[config.mk]
export PLATFORM = sky130hd
export DESIGN_NAME = sv32_xlate_cache
export DESIGN_NICKNAME = d
export VERILOG_FILES = /design/src/rtl/sv32_xlate_cache.sv
export SDC_FILE = /design/constraint.sdc
export NUM_CORES = 1
export LEC_CHECK = 0
export BUFFER_PORTS_ARGS = -buffer_cell sky130_fd_sc_hd__buf_2
export CAP_MARGIN = 20
export CORE_AREA = 2 2 220 222
export DETAILED_ROUTE_END_ITERATION = 10
export DIE_AREA = 0 0 222 224
export GPL_TIMING_DRIVEN = 1
export PLACE_DENSITY = 0.77
export SLEW_MARGIN = 20
export SYNTH_ARGS = -nofsm -noshare
export SYNTH_HDL_FRONTEND = slang
export SYNTH_SLANG_ARGS = --single-unit
[constraint.sdc]
create_clock -name clk -period 12.05 [get_ports clk]
set_clock_uncertainty 0.1 [all_clocks]
set_input_delay 0.6025 -clock clk [delete_from_list [all_inputs] [get_ports clk]]
set_output_delay 0.6025 -clock clk [all_outputs]
set_load 0.02 [all_outputs]
[src/rtl/sv32_xlate_cache.sv]
module sv32_xlate_cache #(
  parameter int SETS = 8
) (
  input  logic        clk,
  input  logic        rst_n,
  input  logic        flush_all,
  input  logic [31:0] lk_va,
  output logic        lk_hit,
  output logic [31:0] lk_pa,
  input  logic        fill_en,
  input  logic [31:0] fill_va,
  input  logic [19:0] fill_ppn,
  input  logic        fill_super
);
  localparam int IDX_W = $clog2(SETS);
  localparam int TAG_W = 20 - IDX_W;
  localparam int STAG_W = 10 - IDX_W;

  logic [1:0]       v_q   [SETS];
  logic [1:0]       sup_q [SETS];
  logic [TAG_W-1:0] tag_q [SETS][2];
  logic [19:0]      ppn_q [SETS][2];
  logic [SETS-1:0]  rr_q;

  logic [IDX_W-1:0] s4, ss, fset;
  logic             fway;
  logic [TAG_W-1:0] ftag;
  logic [1:0]       hit4, hits;
  logic             w4, ws;

  assign s4 = lk_va[12 +: IDX_W];
  assign ss = lk_va[22 +: IDX_W];

  for (genvar w = 0; w < 2; w++) begin : g_way
    assign hit4[w] = v_q[s4][w] & ~sup_q[s4][w] & (tag_q[s4][w] == lk_va[31:12+IDX_W]);
    assign hits[w] = v_q[ss][w] &  sup_q[ss][w] & (tag_q[ss][w] == TAG_W'(lk_va[31:22+IDX_W]));
  end

  assign w4 = hit4[1] & ~hit4[0];
  assign ws = hits[1] & ~hits[0];
  assign lk_hit = |hit4 | |hits;
  assign lk_pa = |hit4 ? {ppn_q[s4][w4], lk_va[11:0]}
                       : {ppn_q[ss][ws][19:10], lk_va[21:0]};

  assign fset = fill_super ? fill_va[22 +: IDX_W] : fill_va[12 +: IDX_W];
  assign fway = rr_q[fset];
  assign ftag = fill_super ? TAG_W'(fill_va[31:22+IDX_W]) : fill_va[31:12+IDX_W];

  always_ff @(posedge clk or negedge rst_n) begin
    if (!rst_n) begin
      rr_q <= '0;
      for (int s = 0; s < SETS; s++) v_q[s] <= '0;
    end else if (flush_all) begin
      rr_q <= '0;
      for (int s = 0; s < SETS; s++) v_q[s] <= '0;
    end else if (fill_en) begin
      v_q[fset][fway] <= 1'b1;
      rr_q[fset]      <= ~fway;
    end
  end

  always_ff @(posedge clk) begin
    if (fill_en && !flush_all) begin
      tag_q[fset][fway] <= ftag;
      ppn_q[fset][fway] <= fill_ppn;
      sup_q[fset][fway] <= fill_super;
    end
  end

  AST_FLUSH_EMPTIES: assert property (@(posedge clk) disable iff (!rst_n)
    flush_all |=> !lk_hit);

  AST_FILL_VISIBLE: assert property (@(posedge clk) disable iff (!rst_n)
    (fill_en && !flush_all) ##1 (lk_va == $past(fill_va)) |-> lk_hit);

  AST_FILL_SETS_VALID: assert property (@(posedge clk) disable iff (!rst_n)
    (fill_en && !flush_all) |=> v_q[$past(fset)][$past(fway)]);

  AST_RR_ADVANCES: assert property (@(posedge clk) disable iff (!rst_n)
    (fill_en && !flush_all) |=> rr_q[$past(fset)] != $past(rr_q[fset]));

  AST_FLUSH_RR_HOME: assert property (@(posedge clk) disable iff (!rst_n)
    flush_all |=> rr_q == '0);
endmodule

# Word level (Yosys, flattened, before mapping)
# Memories as Yosys holds them, arrays and structs flattened.
# Cells that the tools add are included.
dict set report totals {
  ff_bits 24
  latchBits 0
  ram_bits 608
  rom_bits 0
  memories 3
}
# memory words word_bits rd rd_ports_with_merged_regs wr line_no
set mem_list {}
lappend mem_list {ppn_q 8 40 2 0 1 22} ;# logic [19:0] ppn_q [SETS][2];
lappend mem_list {tag_q 8 34 2 0 1 21} ;# logic [TAG_W-1:0] tag_q [SETS][2];
lappend mem_list {sup_q 8 2 2 0 1 20} ;# logic [1:0] sup_q [SETS];
dict set report classes {
  addsub 0
  multipliers 0
  n_div 0
  magnitude_cmp 12
  n_eq_ne 4
  shifts 0
  muxes 36
  bitwise_logic 23
  n_reduce_logical 9
}
# operator n
set ops {}
lappend ops {{2-to-1 mux 20 bit} 7}
lappend ops {{2-to-1 mux 40 bit} 1}
lappend ops {{== test 17 bit} 2}
lappend ops {{== test 17 x 7 -> 1 bit} 2}
lappend ops {{2-to-1 mux 17 bit} 2}
lappend ops {{2-to-1 mux 34 bit} 1}
lappend ops {{2-to-1 mux 16 bit} 2}
lappend ops {{2-to-1 mux 32 bit} 1}
lappend ops {{demux 20 bit (select 1 bit)} 1}
lappend ops {{demux 17 bit (select 1 bit)} 1}
lappend ops {{2-to-1 mux 8 bit} 2}
lappend ops {{bitwise OR 16 bit} 1}
lappend ops {{binary-select mux 2 bit (select 3 bit)} 2}
lappend ops {{>= comparator 4 bit (second input constant)} 3}
lappend ops {{2-to-1 mux 2 bit} 6}
lappend ops {{NOT 3 -> 4 bit} 3}
lappend ops {{bitwise AND 1 bit} 10}
lappend ops {{bitwise mux 8 bit} 1}
lappend ops {{demux 2 bit (select 3 bit)} 1}
lappend ops {{>= comparator 2 bit (second input constant)} 3}
lappend ops {{NOT 1 -> 2 bit} 3}
lappend ops {{logical AND 1 bit} 5}
lappend ops {{NOT 1 bit} 5}
lappend ops {{< comparator 3 x 4 -> 1 bit (second input constant)} 1}
lappend ops {{14 further kinds} 18}

# Logic depth before layout (Yosys ltp)
# Gate-level depths: netlist of the first run.
dict set report depth {
  ltp_word 13
  depth_mapped 15
}

# Worst setup path before layout of the first run
# No wires, ideal clock.
dict set report synth_path {
  path_kind {input port to flip-flop}
  start {input fill_super}
  end {memory ppn_q[0][20] (netlist bit) (enable)}
  setup_ns 0.433
  arrival_ns 4.022
  required_ns 11.517
  path_slack_ns 7.494
  path_stages 8
  n_path_buf 2
  path_cell_list {buf_1 -> mux2i_1 -> a221oi_1 -> a21oi_1 -> a221oi_2 -> nand3b_1 -> clkbuf_1 -> nor2_1}
}
dict set report synth_between {
  elab_chain_len 9
}
# item line_no
set synth_lines {}
lappend synth_lines {{from (decl)} 13} ;# input logic fill_super
lappend synth_lines {{2-to-1 mux 3 bit *} 45} ;# assign fset = fill_super ? fill_va[22 +: IDX_W] : fill_va[12 +: IDX_W];
lappend synth_lines {{binary-select mux 1 bit (select 3 bit)} 46} ;# assign fway = rr_q[fset];
lappend synth_lines {{2-to-1 mux 1 bit (implied by the code)} 46}
lappend synth_lines {{NOT 1 -> 2 bit (implied by the code)} 65} ;# ppn_q[fset][fway] <= fill_ppn;
lappend synth_lines {{>= comparator 2 bit (implied by the code) or < comparator 2 x 1 -> 1 bit (tied branches)} 65}
lappend synth_lines {{logical AND 1 bit (implied by the code)} 65}
lappend synth_lines {{2-to-1 mux 20 bit (implied by the code)} 65}
lappend synth_lines {{demux 20 bit (select 1 bit)} 65}
lappend synth_lines {{2-to-1 mux 40 bit (implied by the code)} 65}
lappend synth_lines {{to (decl)} 22}
# Every way passes the cells marked *; elsewhere a longest branch is shown, timed or not. The select of a mux whose other input is x is not followed.

# Final worst setup path of the first run
dict set report layout_path {
  start {input lk_va[14]}
  end {output lk_pa[21]}
}
dict set report layout_between {
  elab_chain_len 13
}
# item line_no
set layout_lines {}
lappend layout_lines {{from (decl)} 7} ;# input logic [31:0] lk_va,
lappend layout_lines {{parallel branches: the longest is 12 deep, another holds memory read (8 x 34 bit)} n/a}
lappend layout_lines {{2-to-1 mux 32 bit *} 42} ;# assign lk_pa = |hit4 ? {ppn_q[s4][w4], lk_va[11:0]}
lappend layout_lines {{to (decl)} 9} ;# output logic [31:0] lk_pa,
# Mark *: on every way between the ends. The select of a mux whose other input is x is not followed.

==> out/summary.txt, run 1 <==
insertion delay of the later-clocked pin in the worst-skew pair -> 0.59 ns
Clk pwr share -> 42.7%
Synth top cells by count -> edfxtp_1 (608), mux4_2 (212), nand2_1 (82), mux2i_1 (80), nor2_1 (45)
GP Congestion -> 0.875
highest clock rate -> 0.153 GHz
total wire length -> 67.6 mm
FF-to-FF path depth -> 7
beginning of the critical path -> lk_va[14]
data required time of the critical path -> 11.35 ns
Setup Buffers After CTS -> 0
register bit total from synthesis -> 632
dpl cells -> 2129
first-pass GRT wire length -> 101 mm
worst reg-to-reg setup slack -> 8.61 ns
Tcrit/Tclk final -> 54.4%
worst slew pin tran -> 1.09 ns
Post-Route Setup TNS -> 0 ns
First-pass DRT Iterations -> 6
post-synth top area share -> 65.0%
Core Footprint -> 47300 sq um
Root Buffer -> clkbuf_16
P_int -> 3810 uW
nature of the critical path startpoint -> primary input
CTS Buf Count -> 67
outcome -> complete, no violations
routed vias/inst -> 6.91
min Tclk post-route -> 6.56 ns
DP Worst Slack -> 5.55 ns
Post-synth EDFFs -> 608
met3 routed WL -> 6.57 mm
area taken by multi-input logic gates -> 8720 sq um
number of global-route vias before repair -> 16200
CTS tree -> built
Die Span Y -> 224 microns
HP Start -> fill_en
Synth async-reset ratio -> 3.80%
DRC violations left -> 0
clock sinks -> 632
Synth area leaders -> edfxtp_1 (65%), mux4_2 (17%), mux2i_1 (2.9%)
# IOs -> 122
worst r2r dst -> ppn_q[1][22]
max layer used -> met5
power per cell area -> 154 nW/um^2
Mapped Avg Cell Area -> 18.7 sq um
RSZ-0062 raised after global routing -> false
metal2 WL -> 33.3 mm
combinational share of power -> 6.8%
Peak VDD IR -> 0.000129 V
CP Class -> primary input to output pin
FP Rows -> 80
area delta synth->final -> 11.5%
most numerous cell in the Yosys netlist -> edfxtp_1
Leakage -> 0.0102 uW
initial antenna violation count -> 2
pin count of the biggest net entering global routing -> 73
register area -> 18900 sq um
Psw -> 1030 uW
fin worst setup slack -> 5.49 ns
top_reg_cell synth -> edfxtp_1
H-tree levels -> 3
Die X -> 222 microns
post-synth top area cell -> edfxtp_1
number of distinct library cells after synthesis -> 58
sequential power share -> 50.5%
post-synthesis instance total -> 1506
share of layout cells above drive strength 1 -> 29.3%
Critical Path Sink Type -> output pin
final setup vio count -> 0
Iteration-0 DRC Markers -> 1767
Initial Util -> 59.3%
gr usage total -> 28.0%
sw frac -> 21.2%
wire per inst -> 30.0 microns
Net Count, Synth -> 1595
Fin. Hold Viols -> 0
Layout Nets -> 1674
Crit Path Max Fanout -> 35
Final Non-Filler Cells -> 2251
max_cap viols -> 0
reg2reg start -> rr_q[4]
number of vias in the routed layout -> 15500
Layout fillers -> 3060
Cell Area, Synth -> 28100 sq um
Slew Limit Fails -> 0
Hold Crit Depth -> 3
maximum clock insertion buffer count -> 3
die area -> 49700 sq um
Slew HR -> 27.0%
met1 WL -> 25.4 mm
grt ovf -> 0
Arrival @ worst endpoint -> 5.85 ns
Worst Hold Class -> primary input to register
part of the Yosys area used for sequential elements -> 67.1%
Yosys warning total -> 0
IO Port Bufs -> 85
Worst-path clk slew -> 0.06 ns
DRT antenna net count -> 0
Hold Slack -> 0.241 ns
# diodes -> 0
Final HPWL DP -> 38.0 mm
Hold EP -> rr_q[7]
logic make-up (layout without fill, tap and decap cells):
group,count (synthesis),count (layout),synth area share (%)
xor+xnor,48,48,1.50
mux,327,327,21.5
simple gates,267,267,4.76
buf+inv,126,256,2.36
flops,632,632,67.1
compound gates,106,106,2.72
layout by cell type (no fill, tap or decap), drive strengths merged, types with 4 or more instances in the layout:
cell type,instances
nor2,45
dfrtp,24
o31a,8
nor4,38
a22oi,9
inv,22
or4,4
xor2,14
mux2,30
o21ai,17
o311ai,12
bufinv,8
clkbuf,81
nor2b,11
o211ai,10
nand3b,9
clkinv,29
mux4,217
a21oi,8
buf,114
edfxtp,608
nand3,22
nand4,16
nand2,82
nand2b,6
nor3,18
o22ai,20
mux2i,80
xnor2,34
state kept, by name, indices dropped and copies added (netlist names):
register / count
tag_q: 272
sup_q: 16
rr_q: 8
ppn_q: 320
v_q: 16
layout make-up:
class | instances | area share [%]
clock inverter | 39 | 1.25
tap | 615 | 2.46
inverter | 21 | 0.252
clock buffer | 81 | 5.79
sequential | 632 | 60.2
timing repair buffer | 115 | 2.17
multi-input combinational | 748 | 27.8
how the worst max path moves through the flow:
stage,to,slack [ns],cells after the start
2_1_floorplan,ppn_q[0][20],7.49,8
5_1_grt,lk_pa[17],5.36,13
4_1_cts,lk_pa[17],5.57,13
3_3_place_gp,lk_pa[17],5.58,13
6_report,lk_pa[21],5.49,13
3_5_place_dp,lk_pa[17],5.55,13
worst max-delay path, stage by stage:
cell	delay (ns)
buf_4	0.43
buf_4	0.60
buf_4	0.65
mux4_2	0.41
mux2i_1	0.18
xnor2_1	0.09
nor4_1	0.28
nand4_1	0.80
or2_1	0.71
buf_4	0.34
mux2i_1	0.17
o21ai_1	0.30
buf_2	0.23
through the flow:
step	utilization [%]	total power, uW	cell area [sq um]
final	66.1	4830	31300
after global routing	66.1	4960	31300
after CTS	66.1	4860	31300
after detailed placement	61.4	2810	29100
after global placement	61.4	2800	29100
after floorplan	-	2710	28100
power groups by stage:
stage	sequential (uW)	clock [uW]	combinational [uW]
after floorplan	2480	0	225
after global placement	2480	0	319
after detailed placement	2490	0	326
after CTS	2440	2090	328
after global routing	2440	2170	351
final	2440	2070	328
timing repair:
action / CTS / global route
hold endpoints to repair: 24 / 0
hold buffers: 1 / 0
gates resized for setup: 0 / 0
metal layers:
layer / global-route usage [%] / up-vias
met4: 9.37 / 4
met3: 5.92 / 160
li1: - / 6415
met5: 0 / -
met1: 37.9 / 8036
met2: 46.0 / 934
Note: power is estimated with default switching activity, not from simulation.
==> inputs of run 2 (changes only) <==
--- a/config.mk
+++ b/config.mk
@@ -5,13 +5,14 @@
 export SDC_FILE = /design/constraint.sdc
 export NUM_CORES = 1
 export LEC_CHECK = 0
+export ABC_AREA = 1
 export BUFFER_PORTS_ARGS = -buffer_cell sky130_fd_sc_hd__buf_2
 export CAP_MARGIN = 20
-export CORE_AREA = 2 2 220 222
+export CORE_AREA = 2 2 237 239
 export DETAILED_ROUTE_END_ITERATION = 10
-export DIE_AREA = 0 0 222 224
+export DIE_AREA = 0 0 239 241
 export GPL_TIMING_DRIVEN = 1
-export PLACE_DENSITY = 0.77
+export PLACE_DENSITY = 0.75
 export SLEW_MARGIN = 20
 export SYNTH_ARGS = -nofsm -noshare
 export SYNTH_HDL_FRONTEND = slang
==> constraint.sdc (replaced) <==
create_clock -name clk -period 5.3 [get_ports clk]
set_clock_uncertainty 0.1 [all_clocks]
set_input_delay 0.265 -clock clk [delete_from_list [all_inputs] [get_ports clk]]
set_output_delay 0.265 -clock clk [all_outputs]
set_load 0.02 [all_outputs]
==> run 2 against run 1 <==
Count of clock-buffer cells in the layout is 8 higher. Utilization decreased by 4.7 points. Sequential share of layout area fell by 4.3 points. Critical endpoint is now lk_pa[29].
==> out/summary.txt, run 2 <==
Synth async-reset ratio -> 3.80% (unchanged)
First-pass DRT Iterations -> 6 (unchanged)
post-synthesis instance total -> 3220 (was 1506)
clock sinks -> 632 (unchanged)
highest clock rate -> 0.244 GHz
most numerous cell in the Yosys netlist -> nand2_1 (was edfxtp_1)
Core Footprint -> 54900 sq um (was 47300 sq um)
outcome -> complete, no violations (unchanged)
fin worst setup slack -> 1.21 ns (was 5.49 ns)
Crit Path Max Fanout -> 48 (was 35)
Leakage -> 0.0132 uW (was 0.0102 uW)
post-synth top area cell -> edfxtp_1 (unchanged)
Tcrit/Tclk final -> 77.2%
Post-synth EDFFs -> 608 (unchanged)
register bank with the most flops -> ppn_q (unchanged)
met1 global-route usage -> 39.7% (was 37.9%)
post-synth top area share -> 60.0% (was 65.0%)
# IOs -> 122 (unchanged)
Setup Buffers After CTS -> 0 (unchanged)
Slew Limit Fails -> 0 (unchanged)
Initial Util -> 55.5% (was 59.3%)
Peak VDD IR -> 0.000247 V (was 0.000129 V)
total power -> 11000 uW (was 4830 uW)
Mapped Avg Cell Area -> 9.45 sq um (was 18.7 sq um)
Die Span Y -> 241 microns (was 224 microns)
top_reg_cell synth -> edfxtp_1 (unchanged)
area delta synth->final -> 10.7% (was 11.5%)
biggest regs -> ppn_q: 320 flops, tag_q: 272 flops (unchanged)
Die X -> 239 microns (was 222 microns)
worst slew pin tran -> 1.14 ns (was 1.09 ns)
Synth top cells by count -> nand2_1 (846), edfxtp_1 (608), nand3_1 (396), nor2_1 (295), inv_1 (269) (was edfxtp_1 (608), mux4_2 (212), nand2_1 (82), mux2i_1 (80), nor2_1 (45))
Fin. Hold Viols -> 0 (unchanged)
Layout Nets -> 3340 (was 1674)
gr usage total -> 30.6% (was 28.0%)
DRC violations left -> 0 (unchanged)
fin area -> 33700 sq um (was 31300 sq um)
Cell Area, Placed -> 31400 sq um (was 29100 sq um)
number of vias in the routed layout -> 24600 (was 15500)
data required time of the critical path -> 4.93 ns (was 11.35 ns)
max reg flops -> 320 (unchanged)
GR peak layer -> met2 (unchanged)
Net Count, Synth -> 3309 (was 1595)
met3 Resource Use GR -> 5.58% (was 5.92%)
GP Congestion -> 0.917 (was 0.875)
Iteration-0 DRC Markers -> 3543 (was 1767)
Worst Hold Class -> primary input to register (unchanged)
CP Class -> primary input to output pin (unchanged)
Cell Area, Synth -> 30400 sq um (was 28100 sq um)
most common cell after layout, fill and taps aside -> nand2_1 (was edfxtp_1)
max_cap viols -> 0 (unchanged)
FP Rows -> 86 (was 80)
insertion delay of the later-clocked pin in the worst-skew pair -> 0.61 ns (was 0.59 ns)
min Tclk post-route -> 4.09 ns
Critical Path Sink Type -> output pin (unchanged)
CTS Buf Count -> 66 (was 67)
IO Port Bufs -> 85 (unchanged)
GR Util met2 -> 49.9% (was 46.0%)
final core area utilization -> 61.4% (was 66.1%)
power per cell area -> 327 nW/um^2 (was 154 nW/um^2)
DRT antenna net count -> 0 (unchanged)
Post-Route Setup TNS -> 0 ns (unchanged)
CTS tree -> built (unchanged)
number of distinct library cells after synthesis -> 29 (was 58)
share of layout cells above drive strength 1 -> 8.48% (was 29.3%)
commonest non-fill, non-tap cells in the layout -> nand2_1 (846), edfxtp_1 (608), nand3_1 (395), nor2_1 (276), inv_1 (268) (was edfxtp_1 (608), mux4_2 (212), nand2_1 (82), mux2i_1 (80), buf_2 (80))
Worst-path clk slew -> 0.06 ns (about the same)
initial antenna violation count -> 5 (was 2)
Yosys warning total -> 0 (unchanged)
first-pass GRT wire length -> 133 mm (was 101 mm)
nature of the critical path startpoint -> primary input (unchanged)
wire per inst -> 22.1 microns (was 30.0 microns)
part of the Yosys area used for sequential elements -> 62.0% (was 67.1%)
total wire length -> 88.4 mm (was 67.6 mm)
die area -> 57600 sq um (was 49700 sq um)
RSZ-0062 raised after global routing -> false (unchanged)
grt ovf -> 0 (unchanged)
Slew HR -> 23.7% (was 27.0%)
Root Buffer -> clkbuf_16 (unchanged)
Arrival @ worst endpoint -> 3.73 ns (was 5.85 ns)
maximum clock insertion buffer count -> 3 (unchanged)
pin count of the biggest net entering global routing -> 226 (was 73)
number of global-route vias before repair -> 23700 (was 16200)
routed vias/inst -> 6.15 (was 6.91)
register bit total from synthesis -> 632 (unchanged)
Final HPWL DP -> 49.8 mm (was 38.0 mm)
Synth area leaders -> edfxtp_1 (60%), nand2_1 (10%), nand3_1 (6.5%) (was edfxtp_1 (65%), mux4_2 (17%), mux2i_1 (2.9%))
final setup vio count -> 0 (unchanged)
H-tree levels -> 3 (unchanged)
DP Worst Slack -> 1.38 ns (was 5.55 ns)
==> run 2: cell types whose count changed in the layout (fill, tap and decap cells not counted), moves of 37 or more <==
| cell | previous run | this run |
|---|---|---|
| mux2i_1 | 80 | 0 |
| nand2_1 | 82 | 846 |
| nand3_1 | 22 | 395 |
| a21oi_1 | 8 | 142 |
| mux4_2 | 212 | 0 |
| inv_1 | 20 | 268 |
| o21ai_0 | 14 | 241 |
| nor4_1 | 37 | 0 |
| nor2_1 | 28 | 276 |
==> run 2: area by class of cell <==
| type | instances | area [sq um] |
|---|---|---|
| antenna | 1 | 2.50 |
| clock buffer | 89 | 1780 |
| clock inverter | 29 | 304 |
| fill | 4290 | 21200 |
| inverter | 278 | 1060 |
| multi-input combinational | 2099 | 9590 |
| sequential | 632 | 18900 |
| tap | 704 | 881 |
| timing repair buffer | 174 | 1230 |
==> run 2: timing repair <==
item | CTS | global route
hold buffers | 22 | 0
resized for setup | 0 | 0
hold endpoints to repair | 357 | 0
==> run 2: critical path, stage by stage <==
cell and delay [ns]:
buf_6 0.10, clkinv_2 0.23, buf_4 0.60, nand2_1 0.18, nand3_1 0.13, nand2_1 0.07
nand2_1 0.05, nand2_1 0.06, nor2_1 0.22, nand2_1 0.10, nor2_1 0.13, nand3_1 0.13
nor2_1 0.11, buf_4 0.25, nand2_1 0.43, nand2_1 0.17, nand3_1 0.09, nand2_1 0.15
buf_2 0.19
==> run 2: per-layer routing <==
metal | routed length (microns) | up-vias
met1 | 32800 | 11600
met3 | 10100 | 295
li1 | - | 11100
met2 | 41500 | 1639
met5 | 34 | -
met4 | 3950 | 6
==> run 2: stage by stage <==
step | hold slack (ns) | cells
2_1_floorplan | -0.131 | 3220
3_3_place_gp | 0.193 | 3865
3_5_place_dp | 0.204 | 3865
4_1_cts | 0.0503 | 4005
5_1_grt | 0.0916 | 4005
6_report | 0.0577 | 4006
==> run 2: final timing paths <==
kind                           start           end  slack (ns)  depth (start not counted)
max                        lk_va[22]     lk_pa[29]        1.21                         19
min                          fill_en       rr_q[3]        0.06                          4
max reg2reg                  rr_q[3]  ppn_q[2][19]        2.14                          8
min reg2reg                  rr_q[1]       rr_q[1]        0.42                          2
max in group asynchronous      rst_n       rr_q[5]        4.61                          2
min in group asynchronous      rst_n       v_q[11]        0.09                          2
==> run 2: kinds of logic after synthesis <==
kind of cell,count (synthesis),share of synthesized area (%)
compound gates,513,9.50
flops,632,62.0
buf+inv,489,6.97
xor+xnor,1,0.0288
simple gates,1585,21.5
==> run 2: where the power goes <==
part           total [uW]  switching, uW  leakage (uW)  internal, uW
Clock                4500           1960       0.00101          2540
Combinational         961            694       0.00633           267
Sequential           5550           17.3       0.00582          5530
Total               11000           2670        0.0132          8340
